[config.mk]
export PLATFORM = sky130hd
export DESIGN_NAME = exc_entry_unit
export DESIGN_NICKNAME = d
export VERILOG_FILES = /design/src/rtl/exc_entry_pkg.sv /design/src/rtl/exc_cause_detect.sv /design/src/rtl/exc_cause_arbiter.sv /design/src/rtl/exc_entry_regs.sv /design/src/rtl/exc_entry_unit.sv
export SDC_FILE = /design/constraint.sdc
export NUM_CORES = 1
export LEC_CHECK = 0
export ABC_CLOCK_PERIOD_IN_PS = 2860
export BUFFER_PORTS_ARGS = -buffer_cell sky130_fd_sc_hd__clkbuf_2
export CAP_MARGIN = 5
export CORE_MARGIN = 1.5
export CORE_UTILIZATION = 40
export DETAILED_ROUTE_END_ITERATION = 10
export PLACE_DENSITY = 0.71
export SLEW_MARGIN = 20
export SYNTH_ARGS = -nofsm -noshare
export SYNTH_HDL_FRONTEND = slang
export SYNTH_SLANG_ARGS = --single-unit
[constraint.sdc]
create_clock -name clk -period 2.86 [get_ports clk]
set_clock_uncertainty 0.05 [all_clocks]
set_input_delay 0.286 -clock clk [delete_from_list [all_inputs] [get_ports clk]]
set_output_delay 0.286 -clock clk [all_outputs]
set_load 0.05 [all_outputs]
[src/rtl/exc_entry_pkg.sv]
package exc_entry_pkg;
  localparam int WORD_W = 32;
  typedef logic [WORD_W-1:0] word_t;

  localparam int NUM_CAUSE = 6;
  // Index order is the priority order: lower index wins.
  localparam int PRI_SLOT = 0;
  localparam int PRI_ILL  = 1;
  localparam int PRI_FPU  = 2;
  localparam int PRI_ARD  = 3;
  localparam int PRI_AWR  = 4;
  localparam int PRI_TRAP = 5;

  localparam logic [11:0] EV_ILLEGAL      = 12'h180;
  localparam logic [11:0] EV_SLOT_ILLEGAL = 12'h1A0;
  localparam logic [11:0] EV_FPU_OFF      = 12'h800;
  localparam logic [11:0] EV_SLOT_FPU_OFF = 12'h820;
  localparam logic [11:0] EV_ADDR_RD      = 12'h0E0;
  localparam logic [11:0] EV_ADDR_WR      = 12'h100;
  localparam logic [11:0] EV_TRAP         = 12'h160;

  typedef enum logic [1:0] {VK_GENERAL, VK_TLB_MISS, VK_EXT_IRQ} vec_kind_e;

  function automatic word_t handler_base(word_t base, vec_kind_e kind);
    case (kind)
      VK_TLB_MISS: return base + word_t'(32'h400);
      VK_EXT_IRQ:  return base + word_t'(32'h600);
      default:     return base + word_t'(32'h100);
    endcase
  endfunction

  function automatic logic misaligned(logic [1:0] size, logic [1:0] lo);
    case (size)
      2'd0:    return 1'b0;
      2'd1:    return lo[0];
      default: return |lo;
    endcase
  endfunction

  function automatic logic [11:0] event_code(logic [NUM_CAUSE-1:0] grant, logic slot);
    logic [11:0] c;
    c = 12'h000;
    if (grant[PRI_SLOT]) c = EV_SLOT_ILLEGAL;
    if (grant[PRI_ILL])  c = slot ? EV_SLOT_ILLEGAL : EV_ILLEGAL;
    if (grant[PRI_FPU])  c = slot ? EV_SLOT_FPU_OFF : EV_FPU_OFF;
    if (grant[PRI_ARD])  c = EV_ADDR_RD;
    if (grant[PRI_AWR])  c = EV_ADDR_WR;
    if (grant[PRI_TRAP]) c = EV_TRAP;
    return c;
  endfunction

  function automatic word_t resume_pc(word_t pc, logic slot, logic is_trap);
    if (slot)    return pc - word_t'(2);
    if (is_trap) return pc + word_t'(2);
    return pc;
  endfunction

  function automatic word_t force_bits(word_t sr, int a, int b, int c);
    word_t r;
    r = sr;
    r[a] = 1'b1;
    r[b] = 1'b1;
    r[c] = 1'b1;
    return r;
  endfunction
endpackage

[src/rtl/exc_cause_detect.sv]
module exc_cause_detect
  import exc_entry_pkg::*;
#(
  parameter int MD_BIT = 30,
  parameter int FD_BIT = 15
) (
  input  word_t                 sr,
  input  logic                  in_slot,
  input  logic                  undef_op,
  input  logic                  priv_op,
  input  logic                  fpu_op,
  input  logic                  branch_op,
  input  logic                  trap_op,
  input  logic                  mem_op,
  input  logic                  mem_write,
  input  logic [1:0]            mem_size,
  input  logic [1:0]            mem_addr_lo,
  output logic [NUM_CAUSE-1:0]  cond
);
  logic user_mode;
  logic fpu_off;
  logic bad_align;

  always_comb begin
    user_mode = ~sr[MD_BIT];
    fpu_off   = sr[FD_BIT];
    bad_align = mem_op & misaligned(mem_size, mem_addr_lo);
    cond           = '0;
    cond[PRI_SLOT] = in_slot & (branch_op | trap_op);
    cond[PRI_ILL]  = undef_op | (priv_op & user_mode);
    cond[PRI_FPU]  = fpu_op & fpu_off;
    cond[PRI_ARD]  = bad_align & ~mem_write;
    cond[PRI_AWR]  = bad_align & mem_write;
    cond[PRI_TRAP] = trap_op & ~in_slot;
  end
endmodule

[src/rtl/exc_cause_arbiter.sv]
module exc_cause_arbiter
  import exc_entry_pkg::*;
(
  input  logic                 clk,
  input  logic                 rst_n,
  input  logic [NUM_CAUSE-1:0] cond,
  output logic [NUM_CAUSE-1:0] grant,
  output logic                 any_cause
);
  logic [NUM_CAUSE:0] seen;

  always_comb begin
    seen[0] = 1'b0;
    for (int k = 0; k < NUM_CAUSE; k++) begin
      grant[k]  = cond[k] & ~seen[k];
      seen[k+1] = seen[k] | cond[k];
    end
    any_cause = seen[NUM_CAUSE];
  end

  p_single_grant_r3: assert property (@(posedge clk) disable iff (!rst_n)
    $onehot0(grant));
  p_grant_when_cond_r3: assert property (@(posedge clk) disable iff (!rst_n)
    (|cond) == ($countones(grant) == 1));
endmodule

[src/rtl/exc_entry_regs.sv]
module exc_entry_regs
  import exc_entry_pkg::*;
#(
  parameter int MD_BIT     = 30,
  parameter int RB_BIT     = 29,
  parameter int BL_BIT     = 28,
  parameter int TRAP_IMM_W = 8
) (
  input  logic                  clk,
  input  logic                  rst_n,
  input  logic [NUM_CAUSE-1:0]  grant,
  input  logic                  any_cause,
  input  logic                  in_slot,
  input  word_t                 pc,
  input  word_t                 sr,
  input  word_t                 r15,
  input  word_t                 vbr,
  input  logic [TRAP_IMM_W-1:0] trap_imm,
  output logic                  take_exc,
  output word_t                 spc,
  output word_t                 ssr,
  output word_t                 sgr,
  output logic [11:0]           expevt,
  output logic                  tra_we,
  output word_t                 tra,
  output word_t                 new_sr,
  output word_t                 new_pc,
  output word_t                 next_pc,
  output logic                  slot_clear
);
  word_t       base_d;
  logic [11:0] code_d;
  word_t       tra_d;

  always_comb begin
    base_d = handler_base(vbr, VK_GENERAL);
    code_d = event_code(grant, in_slot);
    tra_d  = word_t'(trap_imm) << 2;
  end

  always_ff @(posedge clk) begin
    if (!rst_n) begin
      take_exc   <= 1'b0;
      spc        <= '0;
      ssr        <= '0;
      sgr        <= '0;
      expevt     <= '0;
      tra_we     <= 1'b0;
      tra        <= '0;
      new_sr     <= '0;
      new_pc     <= '0;
      next_pc    <= '0;
      slot_clear <= 1'b0;
    end else begin
      take_exc   <= any_cause;
      slot_clear <= any_cause & in_slot;
      tra_we     <= grant[PRI_TRAP];
      if (any_cause) begin
        spc     <= resume_pc(pc, in_slot, grant[PRI_TRAP]);
        ssr     <= sr;
        sgr     <= r15;
        expevt  <= code_d;
        new_sr  <= force_bits(sr, MD_BIT, BL_BIT, RB_BIT);
        new_pc  <= base_d;
        next_pc <= base_d + word_t'(2);
      end
      if (grant[PRI_TRAP]) tra <= tra_d;
    end
  end

  p_strobe_after_req_r9: assert property (@(posedge clk) disable iff (!rst_n)
    any_cause |=> take_exc);
  p_no_strobe_idle_r9: assert property (@(posedge clk) disable iff (!rst_n)
    !any_cause |=> !take_exc && $stable(spc) && $stable(expevt));
  p_sr_forced_r6: assert property (@(posedge clk) disable iff (!rst_n)
    take_exc |-> new_sr[MD_BIT] && new_sr[BL_BIT] && new_sr[RB_BIT]);
  p_follow_pc_r7: assert property (@(posedge clk) disable iff (!rst_n)
    take_exc |-> next_pc == new_pc + word_t'(2));
  p_slot_wind_r5: assert property (@(posedge clk) disable iff (!rst_n)
    any_cause && in_slot |=> slot_clear && spc == $past(pc) - word_t'(2));
  p_slot_code_r2: assert property (@(posedge clk) disable iff (!rst_n)
    slot_clear |-> expevt != EV_ILLEGAL && expevt != EV_FPU_OFF && expevt != EV_TRAP);
  p_tra_only_trap_r8: assert property (@(posedge clk) disable iff (!rst_n)
    tra_we |-> take_exc && expevt == EV_TRAP && !slot_clear);
endmodule

[src/rtl/exc_entry_unit.sv]
module exc_entry_unit
  import exc_entry_pkg::*;
#(
  parameter int MD_BIT     = 30,
  parameter int RB_BIT     = 29,
  parameter int BL_BIT     = 28,
  parameter int FD_BIT     = 15,
  parameter int TRAP_IMM_W = 8
) (
  input  logic                  clk,
  input  logic                  rst_n,
  input  logic [31:0]           cur_pc,
  input  logic [31:0]           cur_sr,
  input  logic [31:0]           cur_r15,
  input  logic [31:0]           vbr,
  input  logic                  in_slot,
  input  logic                  undef_op,
  input  logic                  priv_op,
  input  logic                  fpu_op,
  input  logic                  branch_op,
  input  logic                  trap_op,
  input  logic [TRAP_IMM_W-1:0] trap_imm,
  input  logic                  mem_op,
  input  logic                  mem_write,
  input  logic [1:0]            mem_size,
  input  logic [1:0]            mem_addr_lo,
  output logic                  take_exc,
  output logic [31:0]           spc,
  output logic [31:0]           ssr,
  output logic [31:0]           sgr,
  output logic [11:0]           expevt,
  output logic                  tra_we,
  output logic [31:0]           tra,
  output logic [31:0]           new_sr,
  output logic [31:0]           new_pc,
  output logic [31:0]           next_pc,
  output logic                  slot_clear
);
  logic [NUM_CAUSE-1:0] cond;
  logic [NUM_CAUSE-1:0] grant;
  logic                 any_cause;

  exc_cause_detect #(.MD_BIT(MD_BIT), .FD_BIT(FD_BIT)) u_detect (
    .sr(cur_sr), .in_slot(in_slot), .undef_op(undef_op), .priv_op(priv_op),
    .fpu_op(fpu_op), .branch_op(branch_op), .trap_op(trap_op),
    .mem_op(mem_op), .mem_write(mem_write), .mem_size(mem_size),
    .mem_addr_lo(mem_addr_lo), .cond(cond)
  );

  exc_cause_arbiter u_arb (
    .clk(clk), .rst_n(rst_n), .cond(cond), .grant(grant), .any_cause(any_cause)
  );

  exc_entry_regs #(
    .MD_BIT(MD_BIT), .RB_BIT(RB_BIT), .BL_BIT(BL_BIT), .TRAP_IMM_W(TRAP_IMM_W)
  ) u_regs (
    .clk(clk), .rst_n(rst_n), .grant(grant), .any_cause(any_cause),
    .in_slot(in_slot), .pc(cur_pc), .sr(cur_sr), .r15(cur_r15), .vbr(vbr),
    .trap_imm(trap_imm), .take_exc(take_exc), .spc(spc), .ssr(ssr), .sgr(sgr),
    .expevt(expevt), .tra_we(tra_we), .tra(tra), .new_sr(new_sr),
    .new_pc(new_pc), .next_pc(next_pc), .slot_clear(slot_clear)
  );

  p_trap_pc_r5: assert property (@(posedge clk) disable iff (!rst_n)
    trap_op && !in_slot && !undef_op && !(priv_op && !cur_sr[MD_BIT])
    && !(fpu_op && cur_sr[FD_BIT]) && !(mem_op && mem_size != 2'd0)
    |=> tra_we && spc == $past(cur_pc) + 32'd2);
endmodule

# After elaboration in Yosys (flattened, before gate mapping)
# Index checks and enable logic that the tools add are counted.
dict set report totals {
  regBits 215
  inputBits 150
  word_cells 66
}
dict set report op_classes {
  add_sub_neg 4
  n_eq_ne 1
  mux 20
  n_bitwise 28
  reduce_logical 2
}
# cell n
set op_table {}
lappend op_table {{32-bit two-way mux} 4}
lappend op_table {{32-bit by 2-bit adder with 32-bit output (second input constant)} 2}
lappend op_table {{12-bit two-way mux} 5}
lappend op_table {{32-bit by 9-bit adder with 32-bit output (second input constant)} 1}
lappend op_table {{32-bit by 2-bit subtractor with 32-bit output (second input constant)} 1}
lappend op_table {{1-bit AND} 13}
lappend op_table {{6-bit two-way mux} 2}
lappend op_table {{9-bit two-way mux} 1}
lappend op_table {{1-bit inverter} 8}
lappend op_table {{1-bit two-way mux} 7}
lappend op_table {{1-bit OR} 7}
lappend op_table {{2-bit by 1-bit equality test with 1-bit output (second input constant)} 1}
lappend op_table {{2-bit zero test} 1}
lappend op_table {{1-bit case mux with 2 select lines} 1}
lappend op_table {{2-bit OR reduction} 1}

# Depth between registers and ports, before layout
# Gate-level depths: netlist (run 1).
dict set report logic_depth {
  depth_word 15
  depth_mapped 9
  mapped_depth_nobuf 8
}

# Hierarchy
# A second synthesis (run 1) with hierarchy kept.
dict set report unflattened {
  hier_cells 1030
  area_unflattened_um2 8929.8
}
# mod instances cells_per_inst area_each_um2
set modules_own_cells {}
lappend modules_own_cells {exc_entry_regs 1 1010 8807.2}
lappend modules_own_cells {exc_cause_arbiter 1 9 62.6}
lappend modules_own_cells {exc_cause_detect 1 11 60.1}

# Worst setup path after synthesis (run 1)
# No wires, ideal clock.
dict set report synth_timing {
  path_kind {input to register}
  startpoint {in vbr[8]}
  endpoint {reg u_regs.next_pc[27]}
  arrival_time_ps 2362
  required_time_ps 2688
  slack_ps 326
  stages 9
  path_buffers 1
  path_cell_list {buf_2 -> inv_1 -> ha_1 -> nor4_2 -> o31ai_1 -> nor3_2 -> nor4b_4 -> a311oi_1 -> a311o_1}
}
dict set report synth_between {
  elab_chain_cells 2
}
# item line
set synth_rtl {}
lappend synth_rtl {{start: declaration} exc_entry_unit.sv:15} ;# input logic [31:0] vbr,
lappend synth_rtl {{32-bit by 9-bit adder with 32-bit output} exc_entry_pkg.sv:28} ;# default: return base + word_t'(32'h100);
lappend synth_rtl {{named net u_regs.base_d[8]} exc_entry_regs.sv:31} ;# word_t base_d;
lappend synth_rtl {{32-bit by 2-bit adder with 32-bit output} exc_entry_regs.sv:65} ;# next_pc <= base_d + word_t'(2);
lappend synth_rtl {{end signal: assignment} exc_entry_regs.sv:65}
lappend synth_rtl {{end: declaration} exc_entry_regs.sv:28} ;# output word_t next_pc,
# The timed path passes the listed nets, and every way through them passes these cells.
# A chain may end at the register's enable or synchronous reset.

# Worst setup path in the final report (run 1)
dict set report layout_timing {
  startpoint {in vbr[8]}
  endpoint {reg u_regs.next_pc[30]}
}
dict set report layout_between {
  elab_chain_cells 2
}
# item line
set layout_rtl {}
lappend layout_rtl {{32-bit by 9-bit adder with 32-bit output} exc_entry_pkg.sv:28}
lappend layout_rtl {{32-bit by 2-bit adder with 32-bit output} exc_entry_regs.sv:65}
# Every way passes these cells.

==> flow_summary_export.csv, run 1 <==
group,metric,value,unit
status,outcome,"finished, final reports clean",
synthesis,ys_ff_latch,176,
drt,firstDrtPassIters,5,
timing,setup_tns,0,ns
synthesis,yosysWarnings,0,
final_layout,nets,1578,
setup_path,cp_cell_sequence,"clkbuf_2, ha_1, and4_1, xnor2_1, o22a_1, nor4_2, nor3b_2, buf_4, a31o_2, nand3_1",
synthesis,synthCells,1128,
timing,rsz0062_at_grt,"no",
final_layout,area_growth_syn_to_layout,26.79,%
synthesis,async_reset_ff_share,0,%
setup_path,cp_max_fo,9,
setup_path,required,3.13,ns
setup_path,max_stage_delay,0.42,ns
timing,whs,0.01632,ns
synthesis,synth_cell_types,74,
setup_path,cpLargestDelayFamily,"simple AND/OR/NAND/NOR gates",
timing,relSlewSlack,41.28,%
drt,vias,8866,
placement,io_buffer_count,357,
clock_tree,clock_path_buffers,2,
synthesis,syn-mean-instance-area,7.822,um^2
global_route,grt_pass1_wl,40.77,mm
clock_tree,cts_tree,"built",
placement,gp_congestion,0.9482,
drt,via_per_inst,5.167,
drt,wl_per_cell,16.03,um
final_layout,multi_input_area,4604,um^2
synthesis,synth_edf_count,0,
timing,tightest_slew,0.8767,ns
die,die_h,151.5,um
die,start_util,40.56,%
global_route,grt_max_degree,86,
clock_tree,cts_resized,0,
power_and_ir_drop,p_leak,5.087,nW
drt,drt_iter0_drc,433,
setup_path,end_kind,"register",
timing,hold_viol,0,
setup_path,cp_num_buf_inv,2,
clock_tree,clk_latency,0.42,ns
final_layout,layout_common_cells,"clkbuf_2 (357), nand2_1 (229), dfxtp_1 (176)",
global_route,grt_pass1_vias,7786,
clock_tree,post_cts_buffers,0,
die,die_area,22960,um^2
clock_tree,clock_sinks,176,
final_layout,layout_commonest_cell,"clkbuf_2",
setup_path,crit_arrival,2.57,ns
placement,hpwl,20.35,mm
final_layout,final_area,11190,um^2
global_route,grt_use_total,22.61,%
global_route,antenna_found_initial,0,
final_layout,post_route_cells_drive_above_1_share,30.43,%
synthesis,syn_area,8823,um^2
drt,postRouteWirelength,27.51,mm
die,boundaryPins,389,
drt,ant_nets,0,
clock_tree,hold_buffers,3,
clock_tree,clk_pin_slew,0.08,ns
die,die_x,151.5,um
placement,place_area,10550,um^2
setup_path,crit_type,"input pin to register",
timing,fmax,434.2,MHz
run,maxCapViolCount,0,
worst_hold_path,hp-class,"input pin to register",
timing,timing.final.crit_share,80.53,%
global_route,overflow,0,
power_and_ir_drop,finalPower,6.771,mW
synthesis,yosysSeqAreaShare,39.93,%
timing,setup_violations,0,
synthesis,synth_ff_type,"dfxtp_1",
drt,drc,0,
clock_tree,cts-root-buf,"clkbuf_16",
setup_path,slowest_stage,"nor4_2",
setup_path,startpoint_type,"input pin",
power_and_ir_drop,p_per_area,605.3,nW/um^2
die,rows,54,
timing,maxSlewViolCount,0,
final_layout,nFillCells,2174,
final_layout,seqCellArea,3523,um^2
power_and_ir_drop,vdd_drop_max,0.3319,mV
clock_tree,cts_buffers,17,
clock_tree,cts_max_level,4,
timing,post-route-min-period,2.303,ns
final_layout,antennaDiodeCount,0,
die,core,21760,um^2
[report_power, final]
part	switching (mW)	total [mW]	leakage, nW	internal [mW]
logic	1.29	1.68	3.33	0.394
clock network	1.19	2.37	0.291	1.19
registers	0.0992	2.72	1.46	2.62
[kinds of logic after synthesis]
| kind of cell | Yosys count | synth area share (%) |
|---|---|---|
| compound gates | 247 | 16.79 |
| xor+xnor | 71 | 7.048 |
| fa+ha+maj | 5 | 0.7090 |
| buf+inv | 152 | 9.359 |
| flops | 176 | 39.93 |
| mux | 4 | 0.4963 |
| other cells | 1 | 0.04250 |
| simple gates | 472 | 25.62 |
[metal layers]
layer	GRT usage, %	wire length [um]	vias up
li1	-	-	4404
met1	27.53	11370	4086
met2	38.84	13380	340
met3	5.689	2196	36
met4	7.452	567	0
met5	0	0	-
[metrics by stage]
| stage | util [%] | setup slack, ns | instances |
|---|---|---|---|
| after floorplan | - | 0.3263 | 1158 |
| after global placement | 48.51 | 0.2317 | 1681 |
| after detailed placement | 48.51 | 0.1383 | 1681 |
| after CTS | 51.42 | 0.5964 | 1716 |
| after global routing | 51.42 | 0.3999 | 1716 |
| final | 51.42 | 0.5568 | 1716 |
[area by class of cell]
type | instances | area share, %
Tap cell | 280 | 3.132
Clock buffer | 17 | 3.803
Sequential cell | 176 | 31.50
Timing Repair Buffer | 385 | 18.36
Clock inverter | 15 | 1.588
Multi-Input combinational cell | 830 | 41.16
Inverter | 13 | 0.4586
[state kept, by name (all words and copies together), names as in the netlist]
register,count
u_regs.expevt,5
u_regs.slot_clear,1
u_regs.sgr,32
u_regs.tra,8
u_regs.take_exc,1
u_regs.spc,32
u_regs.tra_we,1
u_regs.new_pc,32
u_regs.ssr,3
u_regs.new_sr,30
u_regs.next_pc,31
[final timing paths]
path | start | endpoint | slack (ns) | cells past startpoint
max | vbr[8] | u_regs.next_pc[30] | 0.56 | 10
min | cur_sr[21] | u_regs.new_sr[21] | 0.02 | 3
max reg2reg | u_regs.expevt[7] | u_regs.expevt[7] | 2.06 | 2
min reg2reg | u_regs.ssr[29] | u_regs.ssr[29] | 0.40 | 2
[worst min-delay path, cell delays in order]
cell	delay (ns)
clkbuf_2	0.08
nand2_1	0.04
a21oi_1	0.05
[synth_stat cells (6+ instances only)]
cell        n  area [um^2]
buf_4      64        480.5
o21ai_0    37        185.2
inv_1      12        45.04
and3_1     11        68.82
nor3b_1     6        45.04
a211oi_1   32        240.2
dfxtp_1   176         3523
nand2_1   229        859.6
o21ai_1     8        40.04
a21oi_1   125        625.6
nand4_1    17        106.4
nor2_1     74        277.8
nand3_1    55        275.3
clkbuf_1   63        236.5
nor4_1     11        68.82
xnor2_1    37        324.1
nor3_1     14        70.07
xor2_1     34        297.8
buf_2      12        60.06
No activity file was read; power rests on OpenSTA's default activity.
==> inputs of run 2 (changes only) <==
- ABC_CLOCK_PERIOD_IN_PS: 2860 -> 2410
- clock period: 2.86 -> 2.41 ns (I/O delays scaled with it)
==> run 2 against run 1 <==
Critical path depth unchanged. Routed wire length increased by 6.6%. Cell count increased by 6.6%. Power increased by 22%. Utilization increased by 5.0 points. Combinational power increased by 27%. Die area unchanged. Critical path type unchanged. Critical endpoint is now u_regs.next_pc[31]. Highest routed layer unchanged.
==> flow_summary_export.csv, run 2 (synthesis gave the netlist of run 1 again) <==
group,metric,value,unit
setup_path,cp_num_buf_inv,2,
clock_tree,clock_path_buffers,2,
clock_tree,clock_sinks,176,
setup_path,crit_type,"input pin to register",
placement,gp_congestion,0.9238,
setup_path,end_kind,"register",
timing,maxSlewViolCount,0,
timing,timing.final.crit_share,85.05,%
power_and_ir_drop,pwr-share-clk,35.0,%
setup_path,startpoint_type,"input pin",
global_route,met2_usage,40.68,%
die,die_x,151.5,um
setup_path,slowest_stage,"ha_1",
global_route,antenna_found_initial,1,
final_layout,finalNonFillerCells,1830,
drt,vias,9379,
final_layout,seqCellArea,3523,um^2
final_layout,post_route_cells_drive_above_1_share,31.12,%
run,maxCapViolCount,0,
clock_tree,cts_resized,0,
worst_hold_path,hp-class,"input pin to register",
power_and_ir_drop,p_seq_share,39.1,%
setup_path,crit_path_frequent_cell,"nor4_1",
placement,placed_cells,1724,
setup_path,cp_max_fo,6,
clock_tree,cts_tree,"built",
global_route,grt_max_degree,124,
power_and_ir_drop,p_int,5.192,mW
timing,post-route-min-period,2.050,ns
status,outcome,"finished, final reports clean",
die,die_area,22960,um^2
power_and_ir_drop,p_leak,5.603,nW
clock_tree,cts_max_level,4,
timing,relSlewSlack,39.02,%
final_layout,multi_input_area,4637,um^2
timing,fmax,487.9,MHz
power_and_ir_drop,p_per_area,673.7,nW/um^2
final_layout,top_regs,"u_regs.new_pc x32, u_regs.sgr x32, u_regs.spc x32",
global_route,grt_use_total,24.18,%
final_layout,nFillCells,2019,
setup_path,crit_arrival,2.32,ns
die,boundaryPins,389,
power_and_ir_drop,switching_share,37.19,%
timing,setup_tns,0,ns
timing,whs,0.04520,ns
placement,hpwl,20.93,mm
drt,postRouteWirelength,29.33,mm
setup_path,cp_cell_sequence,"clkbuf_2, ha_1, nand4_1, nor4_1, buf_4, and2_1, mux2_2, nor4_1, a211o_1, nand3_1",
clock_tree,cts_buffers,17,
clock_tree,clk_pin_slew,0.08,ns
die,core,21760,um^2
timing,tightest_slew,0.9104,ns
timing,rsz0062_at_grt,"no",
final_layout,final_area,12270,um^2
power_and_ir_drop,p_sw,3.074,mW
setup_path,cpLargestDelayFamily,"simple AND/OR/NAND/NOR gates",
drt,ant_nets,0,
drt,firstDrtPassIters,5,
die,start_util,40.56,%
setup_path,max_stage_delay,0.36,ns
power_and_ir_drop,vdd_drop_max,0.4211,mV
timing,setup_violations,0,
power_and_ir_drop,finalPower,8.266,mW
setup_path,required,2.68,ns
final_layout,nets,1691,
drt,wl_per_cell,16.02,um
final_layout,layout_commonest_cell,"clkbuf_2",
final_layout,area_growth_syn_to_layout,39.05,%
clock_tree,clk_latency,0.43,ns
drt,drt_iter0_drc,413,
drt,via_per_inst,5.125,
global_route,overflow,0,
global_route,grt_busiest_layer,"met2",
clock_tree,cts-root-buf,"clkbuf_16",
global_route,use_met3,6.138,%
clock_tree,post_cts_buffers,0,
die,die_h,151.5,um
global_route,grt_pass1_vias,8484,
timing,hold_viol,0,
global_route,grt_use_met1,29.19,%
die,rows,54,
placement,io_buffer_count,357,
placement,place_area,10920,um^2
drt,drc,0,
global_route,grt_pass1_wl,43.86,mm
final_layout,layout_common_cells,"clkbuf_2 (357), nand2_1 (229), dfxtp_1 (176)",
power_and_ir_drop,pwr-share-comb,25.9,%
## run 2: changes by cell type in the layout (fill, tap and decap cells not counted), sizes merged
| cell | before | now |
|---|---|---|
| dlygate4sd3 | 3 | 73 |
| buf | 25 | 68 |
| bufinv | 0 | 1 |
| diode | 0 | 1 |
| clkinv | 6 | 4 |
| inv | 21 | 22 |
## run 2: what timing repair did
action	in CTS	in global routing
hold endpoints to repair	73	0
hold buffers	73	0
setup endpoints to repair	0	0
## run 2: worst paths after layout
check,from,end,slack [ns],cells after the start
setup reg to reg,u_regs.new_pc[31],u_regs.new_pc[31],1.59,2
hold / removal,vbr[2],u_regs.new_pc[2],0.05,3
hold reg to reg,u_regs.sgr[28],u_regs.sgr[28],0.40,2
setup / recovery,vbr[9],u_regs.next_pc[31],0.36,10
## run 2: power groups by stage
stage / Clock, mW / Sequential, mW / Combinational (mW)
floorplan: 0 / 3.98 / 0.823
global placement: 0 / 3.29 / 2.02
detailed placement: 0 / 3.30 / 2.04
CTS: 2.95 / 3.23 / 2.14
global route: 3.07 / 3.26 / 2.27
finish: 2.89 / 3.23 / 2.14
## run 2: worst min-delay path, cell delays in order
cell,delay [ns]
clkbuf_2,0.12
nand2_1,0.07
a21oi_1,0.05
## run 2: area by class of cell
class	instances	area share, %
Sequential cell	176	28.72
Clock inverter	15	1.540
Multi-Input combinational cell	830	37.79
Inverter	13	0.4181
Timing Repair Buffer	498	25.19
Antenna cell	1	0.02040
Clock buffer	17	3.467
Tap cell	280	2.855
## run 2: metal layers
layer,routed length (um),part of all wire [%]
met1,11890,41
met2,14070,48
met3,2387,8.1
met4,983,3.4
met5,0,0
## run 2: through the flow
step	utilization [%]	setup slack, ns
5_1_grt	56.40	0.1217
6_report	56.40	0.3602
4_1_cts	56.38	0.3487
3_5_place_dp	50.20	-0.1067
3_3_place_gp	50.20	-0.008044
2_1_floorplan	-	0.03674
==> inputs of run 3 (changes only) <==
- ABC_AREA: not set -> 1
- CORE_ASPECT_RATIO: not set -> 1.4
- PLACE_DENSITY: 0.71 -> 0.7
==> run 3 against run 2 <==
Combinational power is 9.3% higher. Worst setup slack worse by 0.18 ns. First-iteration DRC count is 30% higher. Highest routed layer is now met5. Count of clock-buffer cells in the layout is 1 higher. Sequential share of layout area is 1.4 points lower. Design area is 5.0% higher. Flip-flop and latch count stayed put. Global-route usage is 4.9 points higher. Routed wire length is 28% higher.
==> flow_summary_export.csv, run 3 <==
group,metric,value,unit
status,outcome,"finished, final reports clean",
synthesis,synth_cell_types,47,
die,boundaryPins,389,
die,core,23810,um^2
final_layout,post_route_cells_drive_above_1_share,28.01,%
die,rows,67,
drt,ant_nets,0,
placement,hpwl,28.38,mm
timing,fmax,448.6,MHz
global_route,overflow,0,
synthesis,syn-mean-instance-area,7.020,um^2
clock_tree,clock_path_buffers,2,
global_route,grt_pass1_vias,10454,
power_and_ir_drop,p_leak,6.546,nW
synthesis,syn_area,9659,um^2
final_layout,layout_common_cells,"clkbuf_2 (357), nand2_1 (343), dfxtp_1 (176)",
setup_path,cp_max_fo,18,
global_route,grt_pass1_wl,56.15,mm
final_layout,top_regs,"u_regs.new_pc x32, u_regs.sgr x32, u_regs.spc x32",
drt,via_per_inst,5.073,
timing,hold_viol,0,
final_layout,final_area,12880,um^2
synthesis,netlist.area_leader.share,36.48,%
placement,placed_cells,1990,
drt,vias,10633,
timing,post-route-min-period,2.229,ns
placement,gp_congestion,0.9673,
die,die_area,25100,um^2
timing,relSlewSlack,64.92,%
die,die_h,186.9,um
setup_path,required,2.70,ns
timing,fin_ws,0.1807,ns
drt,drt_iter0_drc,538,
clock_tree,cts-root-buf,"clkbuf_16",
final_layout,nFillCells,2304,
synthesis,ys_ff_latch,176,
final_layout,area_growth_syn_to_layout,33.32,%
placement,io_buffer_count,357,
drt,drc,0,
final_layout,fin_util,54.09,%
drt,wl_per_cell,17.95,um
setup_path,startpoint_type,"input pin",
clock_tree,clk_pin_slew,0.07,ns
clock_tree,clock_sinks,176,
timing,timing.final.crit_share,92.50,%
power_and_ir_drop,finalPower,8.356,mW
synthesis,synth_edf_count,0,
synthesis,synth_ff_type,"dfxtp_1",
synthesis,async_reset_ff_share,0,%
timing,maxSlewViolCount,0,
synthesis,yosysWarnings,0,
timing,tightest_slew,0.5207,ns
final_layout,finalNonFillerCells,2096,
global_route,antenna_found_initial,2,
synthesis,synthTopCellsByCount,"nand2_1 (344), dfxtp_1 (176), nor2_1 (152)",
synthesis,synth.top_cells.by_area,"dfxtp_1 (36%), nand2_1 (13%), a22o_1 (6.3%)",
drt,postRouteWirelength,37.62,mm
synthesis,synth_top_area_cell,"dfxtp_1",
global_route,grt_max_degree,76,
run,maxCapViolCount,0,
die,start_util,40.57,%
drt,firstDrtPassIters,5,
setup_path,crit_arrival,2.52,ns
worst_hold_path,hp-class,"input pin to register",
timing,rsz0062_at_grt,"no",
synthesis,yosysSeqAreaShare,36.48,%
synthesis,synth.most_common_cell,"nand2_1",
synthesis,synthCells,1376,
timing,setup_tns,0,ns
placement,place_area,11550,um^2
final_layout,layout_commonest_cell,"clkbuf_2",
clock_tree,clk_latency,0.44,ns
power_and_ir_drop,vdd_drop_max,0.5380,mV
placement,pre_cts_ws,0.1842,ns
final_layout,nets,1927,
clock_tree,cts_buffers,17,
timing,setup_violations,0,
die,die_x,134.3,um
clock_tree,cts_max_level,4,
power_and_ir_drop,p_per_area,648.9,nW/um^2
setup_path,end_kind,"register",
global_route,grt_use_total,29.08,%
timing,whs,0.02337,ns
clock_tree,cts_tree,"built",
setup_path,crit_type,"input pin to register",
[run 3: cell count changes after synthesis, moves of 50 or more]
cell     change
o21ai_0     +50
nand2_1    +115
a21oi_1     -93
nor2_1      +78
inv_1       +94
a22o_1      +69
[run 3: timing repair]
item                       CTS  global route
setup buffers                0             0
resized for setup            0             4
hold buffers                72             1
setup endpoints to repair    0             6
hold endpoints to repair    72             1
[run 3: cell type report]
class / instances / area (um^2) / share of cell area, %
inverters: 122 / 460.4 / 3.576
clock inverters: 14 / 140.1 / 1.088
multi-input cells: 990 / 5081 / 39.46
well taps: 310 / 387.9 / 3.012
flip-flops and latches: 176 / 3523 / 27.36
repair buffers: 465 / 2843 / 22.08
clock buffers: 18 / 439.2 / 3.410
diodes: 1 / 2.502 / 0.01943
[run 3: final timing paths]
kind                       from  slack [ns]  cells after the start            endpoint
min reg2reg   u_regs.new_pc[20]        0.40                      2   u_regs.new_pc[20]
min                  cur_sr[30]        0.02                      3      u_regs.ssr[30]
max                  cur_sr[15]        0.18                     16  u_regs.next_pc[30]
max reg2reg  u_regs.next_pc[17]        1.59                      2  u_regs.next_pc[17]
[run 3: logic make-up (layout without fill, tap and decap cells)]
family                     Yosys count  count (layout)  synth area share, %
and+or+nand+nor                    693             693                32.01
buffers and inverters              240             619                12.32
AOI/OAI and AO/OA                  223             223                15.06
DFF                                176             176                36.48
xor gates and xnor gates            38              38                3.446
adders and majority gates            5               5               0.6477
other                                1              32              0.03882
[run 3: critical path, cell delays in order]
cell and delay (ns):
dlygate4sd3_1 0.55, clkbuf_2 0.12, nand2_1 0.13, inv_1 0.09, nor2_1 0.17, nand2_1 0.12
inv_2 0.07, nand2_2 0.10, buf_4 0.23, inv_1 0.09, buf_4 0.22, nor2_1 0.11
nand3_1 0.09, nand3_1 0.07, nand2_1 0.05, inv_1 0.04
[run 3: power by group]
| part | total, mW | leakage (nW) | switching (mW) | internal, mW |
|---|---|---|---|---|
| combinational | 2.34 | 4.81 | 1.75 | 0.591 |
| sequential | 3.27 | 1.46 | 0.144 | 3.12 |
| clock | 2.75 | 0.274 | 1.34 | 1.41 |
| total | 8.36 | 6.55 | 3.23 | 5.12 |
[run 3: layer usage]
metal,wire [um],GRT usage [%],part of all wire [%],vias to the layer above
li1,-,-,-,5206
met1,13180,28.99,35,4844
met2,19360,53.65,51,464
met3,3051,8.076,8.1,117
met4,2016,15.92,5.4,2
met5,10,0,0.027,-
